==> src/rtl/dsk_cmd_interlock.sv <==
module dsk_cmd_interlock #(
  parameter int SW_W     = 16,
  parameter int DONE_BIT = 0
) (
  input  logic            clk,
  input  logic            rst_n,
  input  logic            cmd_stb,
  input  logic [2:0]      cmd_func,
  input  logic            cmd_mod,
  input  logic            poll_stb,
  input  logic            push_stb,
  input  logic [SW_W-1:0] push_word,
  output logic [SW_W-1:0] sense_word,
  output logic [3:0]      poll_word,
  output logic            busy,
  output logic            irq_l2
);
  localparam logic [2:0] FN_CTRL  = 3'b100;
  localparam logic [2:0] FN_SENSE = 3'b111;
  localparam logic [2:0] FN_ILSW  = 3'b011;
  localparam logic [2:0] FN_WRITE = 3'b101;
  localparam logic [2:0] FN_READ  = 3'b110;

  typedef enum logic [1:0] {ST_IDLE, ST_POSTED, ST_ACTIVE} st_t;

  st_t             st;
  logic            done_q, fn_valid;
  logic [2:0]      fn_last;
  logic [SW_W-1:0] sense_q, sense_nx;
  logic            is_init, is_sense, is_ilsw, is_ctrl, done_set, done_clr;
  logic            unused_push_bits;

  assign is_init  = cmd_stb && (cmd_func == FN_READ || cmd_func == FN_WRITE);
  assign is_sense = cmd_stb && cmd_func == FN_SENSE;
  assign is_ilsw  = cmd_stb && cmd_func == FN_ILSW;
  assign is_ctrl  = cmd_stb && cmd_func == FN_CTRL;
  assign done_set = push_stb && push_word[DONE_BIT];
  assign done_clr = is_sense && cmd_mod;
  assign unused_push_bits = ^push_word;

  assign busy       = (st != ST_IDLE);
  assign irq_l2     = done_q;
  assign poll_word  = {fn_valid, fn_last};
  assign sense_word = sense_q;

  always_ff @(posedge clk) begin
    if (!rst_n) begin
      st       <= ST_IDLE;
      fn_valid <= 1'b0;
      fn_last  <= '0;
    end else begin
      case (st)
        ST_IDLE: begin
          if (poll_stb) fn_valid <= 1'b0;
          if (is_init) begin
            st       <= ST_POSTED;
            fn_last  <= cmd_func;
            fn_valid <= 1'b1;
          end
        end
        ST_POSTED: begin
          if (done_set) begin
            st       <= ST_IDLE;
            fn_valid <= 1'b0;
          end else if (poll_stb) begin
            st       <= ST_ACTIVE;
            fn_valid <= 1'b0;
          end
        end
        ST_ACTIVE: begin
          if (poll_stb) fn_valid <= 1'b0;
          if (done_set) st <= ST_IDLE;
        end
        default: st <= ST_IDLE;
      endcase
    end
  end

  always_ff @(posedge clk) begin
    if (!rst_n)        done_q <= 1'b0;
    else if (done_set) done_q <= 1'b1;
    else if (done_clr) done_q <= 1'b0;
  end

  always_comb begin
    sense_nx = '0;
    if (is_sense) begin
      sense_nx[0] = done_q;
      sense_nx[1] = busy;
    end else if (is_ilsw) begin
      sense_nx[0] = done_q;
    end
  end

  always_ff @(posedge clk) begin
    if (!rst_n)                  sense_q <= '0;
    else if (is_sense || is_ilsw) sense_q <= sense_nx;
  end

  AST_PUSH_SETS_IRQ: assert property (@(posedge clk) disable iff (!rst_n)
    done_set |=> irq_l2 && !busy);
  AST_RESET_CLEARS_IRQ: assert property (@(posedge clk) disable iff (!rst_n)
    done_clr && !push_stb |=> !irq_l2);
  AST_SET_BEATS_CLEAR: assert property (@(posedge clk) disable iff (!rst_n)
    done_clr && done_set |=> irq_l2);
  AST_POLL_DROPS_VALID: assert property (@(posedge clk) disable iff (!rst_n)
    poll_stb && busy |=> !poll_word[3]);
  AST_ACTIVE_HOLDS: assert property (@(posedge clk) disable iff (!rst_n)
    busy && !done_set |=> busy);
  AST_CLEAR_PUSH_IGNORED: assert property (@(posedge clk) disable iff (!rst_n)
    push_stb && !push_word[DONE_BIT] && !cmd_stb |=> $stable(irq_l2) && $stable(busy));
  AST_CTRL_NO_EFFECT: assert property (@(posedge clk) disable iff (!rst_n)
    is_ctrl && !push_stb && !poll_stb |=>
      $stable(busy) && $stable(poll_word) && $stable(sense_word) && $stable(irq_l2));
  AST_INIT_IGNORED_BUSY: assert property (@(posedge clk) disable iff (!rst_n)
    is_init && busy && !push_stb && !poll_stb |=> $stable(poll_word));
endmodule

==> config.mk <==
export PLATFORM = sky130hd
export DESIGN_NAME = dsk_cmd_interlock
export DESIGN_NICKNAME = d
export VERILOG_FILES = /design/src/rtl/dsk_cmd_interlock.sv
export SDC_FILE = /design/constraint.sdc
export NUM_CORES = 1
export LEC_CHECK = 0
export BUFFER_PORTS_ARGS = -buffer_cell sky130_fd_sc_hd__buf_2
export CAP_MARGIN = 20
export CORE_MARGIN = 5
export CORE_UTILIZATION = 28
export DETAILED_ROUTE_END_ITERATION = 16
export HOLD_SLACK_MARGIN = 0.1
export SETUP_SLACK_MARGIN = 0.4
export SYNTH_ARGS = -nofsm -noshare
export SYNTH_HDL_FRONTEND = slang
export SYNTH_SLANG_ARGS = --single-unit
export TNS_END_PERCENT = 1
==> constraint.sdc <==
create_clock -name clk -period 1.9 [get_ports clk]
set_clock_uncertainty 0.2 [all_clocks]
set_input_delay 0.19 -clock clk [delete_from_list [all_inputs] [get_ports clk]]
set_output_delay 0.19 -clock clk [all_outputs]
set_load 0.02 [all_outputs]
# Word level (Yosys, flattened, before mapping)
# Cells that the tools add are included.
# Widths: inputs -> output; s select.
[word_totals]
register_bits = 9
output_inout_bits = 22
[classes]
reduce_logical = 13
eq_ne = 9
n_mux = 14
[ops]
columns = ["operator", "count"]
rows = [
  ["$eq 3x3->1 const B", 3],
  ["$mux 1", 8],
  ["$mux 2", 4],
  ["$pmux 2 s3", 1],
  ["$logic_and 1x1->1", 5],
  ["$ne 2x2->1 const B", 2],
  ["$reduce_bool 2->1", 2],
  ["$eq 3x2->1 const B", 1],
  ["$ne 3x3->1 const B", 1],
  ["$pmux 1 s3", 1],
  ["$reduce_and 3->1", 1],
  ["$reduce_bool 3->1", 1],
  ["$eq 2x1->1 const B", 1],
  ["$eq 2x2->1 const B", 1],
  ["$logic_not 2->1", 1],
  ["$logic_or 1x1->1", 2],
  ["$reduce_and 2->1", 1],
]

# Logic depth before layout (Yosys ltp)
[logic_depth]
ltp_word = 5
mapped_depth = 6

# Least setup slack after synthesis
# Ideal clock, no wire load.
[synth_path]
path_kind = "flip-flop to flip-flop"
start = "reg st[1]"
end = "reg st[1]"
arrival_time_ps = 1205
setup_time_ps = 124
stages_incl_launch_ff = 7
path_slack_ps = 371
n_path_buf = 0
path_cell_list = "dfxtp_1 -> inv_1 -> ha_1 -> nor2b_1 -> o21ai_0 -> o21ai_0 -> mux2i_1"
[synth_via]
elab_chain_len = 3
[synth_lines]
columns = ["element", "line", "text"]
rows = [
  ["start: declaration", "26", "st_t st;"],
  ["start signal: assignment", "48", "st <= ST_IDLE;"],
  ["start signal: assignment", "56", "st <= ST_POSTED;"],
  ["start signal: assignment", "63", "st <= ST_IDLE;"],
  ["$eq 2x1->1 (tied with other cells)", "52", "case (st)"],
  ["$ne 3x3->1 (no source line) or $ne 2x2->1 (tied branches)", "-", ""],
  ["$reduce_and 3->1 (no source line)", "-", ""],
]
# Parallel ways exist; a longest one is shown, timed or not.
# A chain may end at the register's enable or synchronous reset.

# Worst setup path after layout
[layout_path]
start = "reg st[1]"
end = "reg fn_valid"
[layout_via]
elab_chain_len = 2
[layout_lines]
columns = ["element", "line", "text"]
rows = [
  ["$eq 2x2->1 (tied with other cells)", "52", ""],
  ["$pmux 1 s3 or $reduce_bool 3->1 (tied branches)", "-", ""],
  ["end signal: assignment", "49", "fn_valid <= 1'b0;"],
  ["end signal: assignment", "54", "if (poll_stb) fn_valid <= 1'b0;"],
  ["end signal: assignment", "58", "fn_valid <= 1'b1;"],
  ["end: declaration", "27", "logic done_q, fn_valid;"],
]
# Parallel ways exist; a longest one is shown, timed or not.

==> results by stage <==
Routing:
- In this run, the number of DRC markers left after iteration 0 of detailed routing was 2.
- The residual antenna-violating net count after detailed routing is 0.
- After detailed routing, the number of vias per cell comes to approximately 3.9.
- For this run, design rule violations remaining after detail routing come to 0.
- The detailed-route wire length is 1.15 mm.
- The via count is 459.
- The first-pass iteration count of the detailed router is 3.
- The detail-routed net length per standard cell is 9.66 um.

Placement:
- The count of buffers added on input and output ports is 17.
- The number of placed instances, taps included, is 110.
- The final weighted congestion in routability-driven placement is about 0.70.
- Timing analysis after detailed placement gives a worst setup slack of roughly 0.32 ns.

Logic synthesis:
- A synthesized cell averages slightly above 8 um2.
- The leading cell type by number of instances after synthesis is buf_4.
- The commonest cells after synthesis are buf_4 (15), dfxtp_1 (9), a21oi_1 (6).
- Of the post-synthesis cell area, the dominant cell type holds 0.320.
- The Yosys step of the flow raised 0 warnings.
- After technology mapping, the gate count stands at 68.
- Among all flip-flop cells after synthesis, the most frequent one is dfxtp_1.
- The mapped netlist covers between 500 and 600 um2.
- Ranked by total cell area, the synthesized netlist is headed by dfxtp_1 (32%), buf_4 (20%), ha_1 (8.9%).
- Yosys mapped a number of flops with a built-in enable equal to 0.
- In this run, distinct cell masters in the synthesized netlist total 20.
- The async set or reset register ratio after synthesis is 0.
- Summed over all instances, the cell type with the most area after synthesis is dfxtp_1.
- The proportion of synthesized chip area in sequential cells is 0.320.
- The synthesized design contains 9 register bits.

CTS:
- The number of buffers added by the clock tree synthesis step is 3.
- The clock latency reported for the late side of the worst-skew pair is about 0.26 ns.
- The total clock sinks is 9.
- The TritonCTS clock tree is done.
- The number of levels the H-tree was split into is 1.
- Clock tree synthesis selected as its root buffer the cell clkbuf_4.
- The worst-case clock buffer depth is 2.
- Clock-pin slew was measured on the worst setup and hold paths at 0.06 ns.
- The total setup buffers inserted after CTS is 0.

Setup path:
- The largest stage delay on the critical path is between 0.4 and 0.5 ns.
- The source of the worst register-to-register timing path is st[1]$_SDFFE_PN0P_.
- The sort of element at the start of the critical path is a flop.
- The slowest stage of the critical path is the or3b_2 cell.
- STA classifies the critical path endpoint as a flop.
- The cell family contributing the most delay on the critical path is simple AND/OR/NAND/NOR gates.
- Data on the critical path is required at its endpoint by between 1.5 and 2 ns.
- The data arrival time at the worst-slack endpoint is between 1 and 1.5 ns.
- The top fanout value on the critical path is 4.
- The reg-to-reg endpoint is fn_valid$_SDFFE_PN0P_.
- The critical path goes through inv_4 > ha_4 > a21oi_1 > or3b_2 > a31oi_1.
- The number of cells traversed by the worst register-to-register path is 5.
- The number of stages on the worst setup path is 5.
- The kind of critical path is flop to flop.
- The count of buffering cells on the critical path with inverters included is 1.
- The worst register-to-register path has a setup slack of between 0.4 and 0.5 ns.

Cells and area:
- The sequential cell area is around 190 um2.
- Measured on the finished design, the core utilization comes to 0.390.
- The final-layout fill cell count is around 220.
- Relative to the synthesized area, the layout overhead comes to 34.4%.
- The filler-free cell count of the finished design is roughly 120.
- The ratio of cells with drive above 1 in the final layout is 0.337.
- At the end of the flow, the number of nets in the layout was 122.
- The footprint of the multi-input gates is 342 um2.
- The total inserted antenna cells is 0.

Global route:
- The first global-routing pass estimated between 1.5 and 2 mm of wire.
- The number of global-route vias before repair is between 300 and 400.
- Across every metal layer, demand over resource in global routing totals 0.0747.
- The initial antenna violation count came to 0.
- Entering global routing, the biggest net connects 9 pins.
- Global routing finished with a remaining overflow of 0.

Timing:
- The max-slew violation total from the final report is 0.
- The post-route clock period utilization is 0.775.
- Setup slack on the critical path of the routed design comes to around 0.43 ns.
- Based on the critical path, the design can be clocked at up to about 680 MHz.
- The final critical path time including I/O delays and setup is approximately 1.5 ns.
- Setup repair after global routing could not meet its margin everywhere.
- Setup total negative slack on the finished layout was measured at 0 ns.
- The count of endpoints failing setup in the final report is 0.
- The number of endpoints with negative hold slack in the final report was 0.

Power and ir drop:
- For this design the ratio of total power to cell area is around 610 mW/mm2.
- The highest ir drop seen on vdd is about 0.36 mV.
- The design internal power is 0.000321 W.
- The share of total power dissipated in combinational logic is 0.252.
- The share of total power dissipated in sequential elements is 0.438.
- Of the total power, the share spent switching nets is 0.310.
- Summed over all nets, the switching power comes to about 0.00014 W.
- Of the total power, the clock network draws 0.310.
- For this design the static power due to leakage is between 0.3 and 0.4 nW.

Run status:
- The flow ran to the end, and the final reports show no timing, DRC or antenna violations.

Run:
- The tool flagged a number of max-cap violations equal to 0.

Hold path:
- The path class of the tightest hold or removal check is primary input to flop.
- The worst hold path terminates at fn_last[2]$_SDFFE_PN0P_.
- The start point of the worst hold path is cmd_stb.
- The worst hold path was traced through 3 stages.

Floorplan:
- The starting density of the core is 0.290.
- The floorplan step defined a die boundary enclosing between 0.003 and 0.004 mm2.
- The placement row count is 16.
- The area of the core region is 0.00194 mm2.
- The I/O pin total is 47.
- The overall die height is between 50 and 60 um.
- The die is about 55 um wide.
==> per-layer routing <==
layer  track usage  vias to the layer above  wire length, um
li1              -                      246                -
met1        0.0940                      197              469
met2         0.112                       16              591
met3        0.0409                        0               89
met4        0.0124                        0                0
met5             0                        -                0
==> cell type report <==
type                            instances  area share
Sequential cell                         9       0.248
Inverter                                5      0.0347
Multi-Input combinational cell         52       0.451
Tap cell                               27      0.0446
Clock buffer                            4      0.0347
Timing Repair Buffer                   22       0.187
==> power by group through the flow <==
| stage | combinational [W] | sequential [W] | clock (W) |
|---|---|---|---|
| floorplan | 0.0000854 | 0.000213 | 0 |
| global placement | 0.0000959 | 0.000207 | 0 |
| detailed placement | 0.0000965 | 0.000208 | 0 |
| CTS | 0.000107 | 0.000204 | 0.000152 |
| global route | 0.000129 | 0.000205 | 0.000165 |
| finish | 0.000117 | 0.000204 | 0.000144 |
==> kinds of logic after synthesis <==
kind of cell / share of synthesized area
AO/OA/AOI/OAI: 0.129
XOR/XNOR: 0.0156
adder cells (fa/ha/maj): 0.0889
buffers and inverters: 0.233
flip-flops: 0.320
multiplexers: 0.0533
other: 0.00666
AND/OR/NAND/NOR: 0.153
==> worst min-delay path, cell delays in order <==
cell,delay [ns]
buf_2,0.11
nand4_1,0.14
a21oi_1,0.08
==> repair_timing <==
item | 4_1_cts | 5_1_grt
hold buffers | 5 | 0
gates resized for setup | 5 | 14
endpoints found under the setup margin | 4 | 4
endpoints found under the hold margin | 8 | 0
==> state kept, by name, summed over array words and instances, names as in the netlist <==
signal      count
st              2
fn_valid        1
irq_l2          1
fn_last         3
sense_word      2
==> stage by stage <==
| step | total power, W | area, um2 | hold WS (ns) |
|---|---|---|---|
| 4_1_cts | 0.000463 | 706 | 0.100 |
| 2_1_floorplan | 0.000299 | 612 | 0.0997 |
| 3_3_place_gp | 0.000303 | 618 | 0.233 |
| 6_report | 0.000465 | 757 | 0.103 |
| 5_1_grt | 0.000498 | 757 | 0.128 |
| 3_5_place_dp | 0.000304 | 618 | 0.236 |
==> worst max-delay path by stage <==
stage | slack, ns | to | startpoint
floorplan | 0.45 | st[1]$_SDFFE_PN0P_ | st[1]$_SDFFE_PN0P_
global placement | 0.35 | st[1]$_SDFFE_PN0P_ | st[1]$_SDFFE_PN0P_
detailed placement | 0.32 | st[1]$_SDFFE_PN0P_ | st[1]$_SDFFE_PN0P_
CTS | 0.36 | busy | st[0]$_SDFFE_PN0P_
global route | 0.38 | fn_valid$_SDFFE_PN0P_ | st[1]$_SDFFE_PN0P_
finish | 0.43 | fn_valid$_SDFFE_PN0P_ | st[1]$_SDFFE_PN0P_
==> layout by cell type (no fill, tap or decap), types with 2 or more instances in the layout <==
cell | netlist | final
a21oi_1 | 6 | 6
buf_2 | 0 | 16
clkbuf_4 | 0 | 3
conb_1 | 1 | 14
dfxtp_1 | 9 | 7
dfxtp_4 | 0 | 2
dlygate4sd3_1 | 0 | 5
ha_4 | 0 | 3
inv_1 | 5 | 2
inv_4 | 0 | 3
mux2i_1 | 3 | 3
nand2_1 | 4 | 4
nand3_1 | 3 | 3
nor2_1 | 5 | 5
o21ai_0 | 4 | 3
Power figures use the tool's default switching activity.
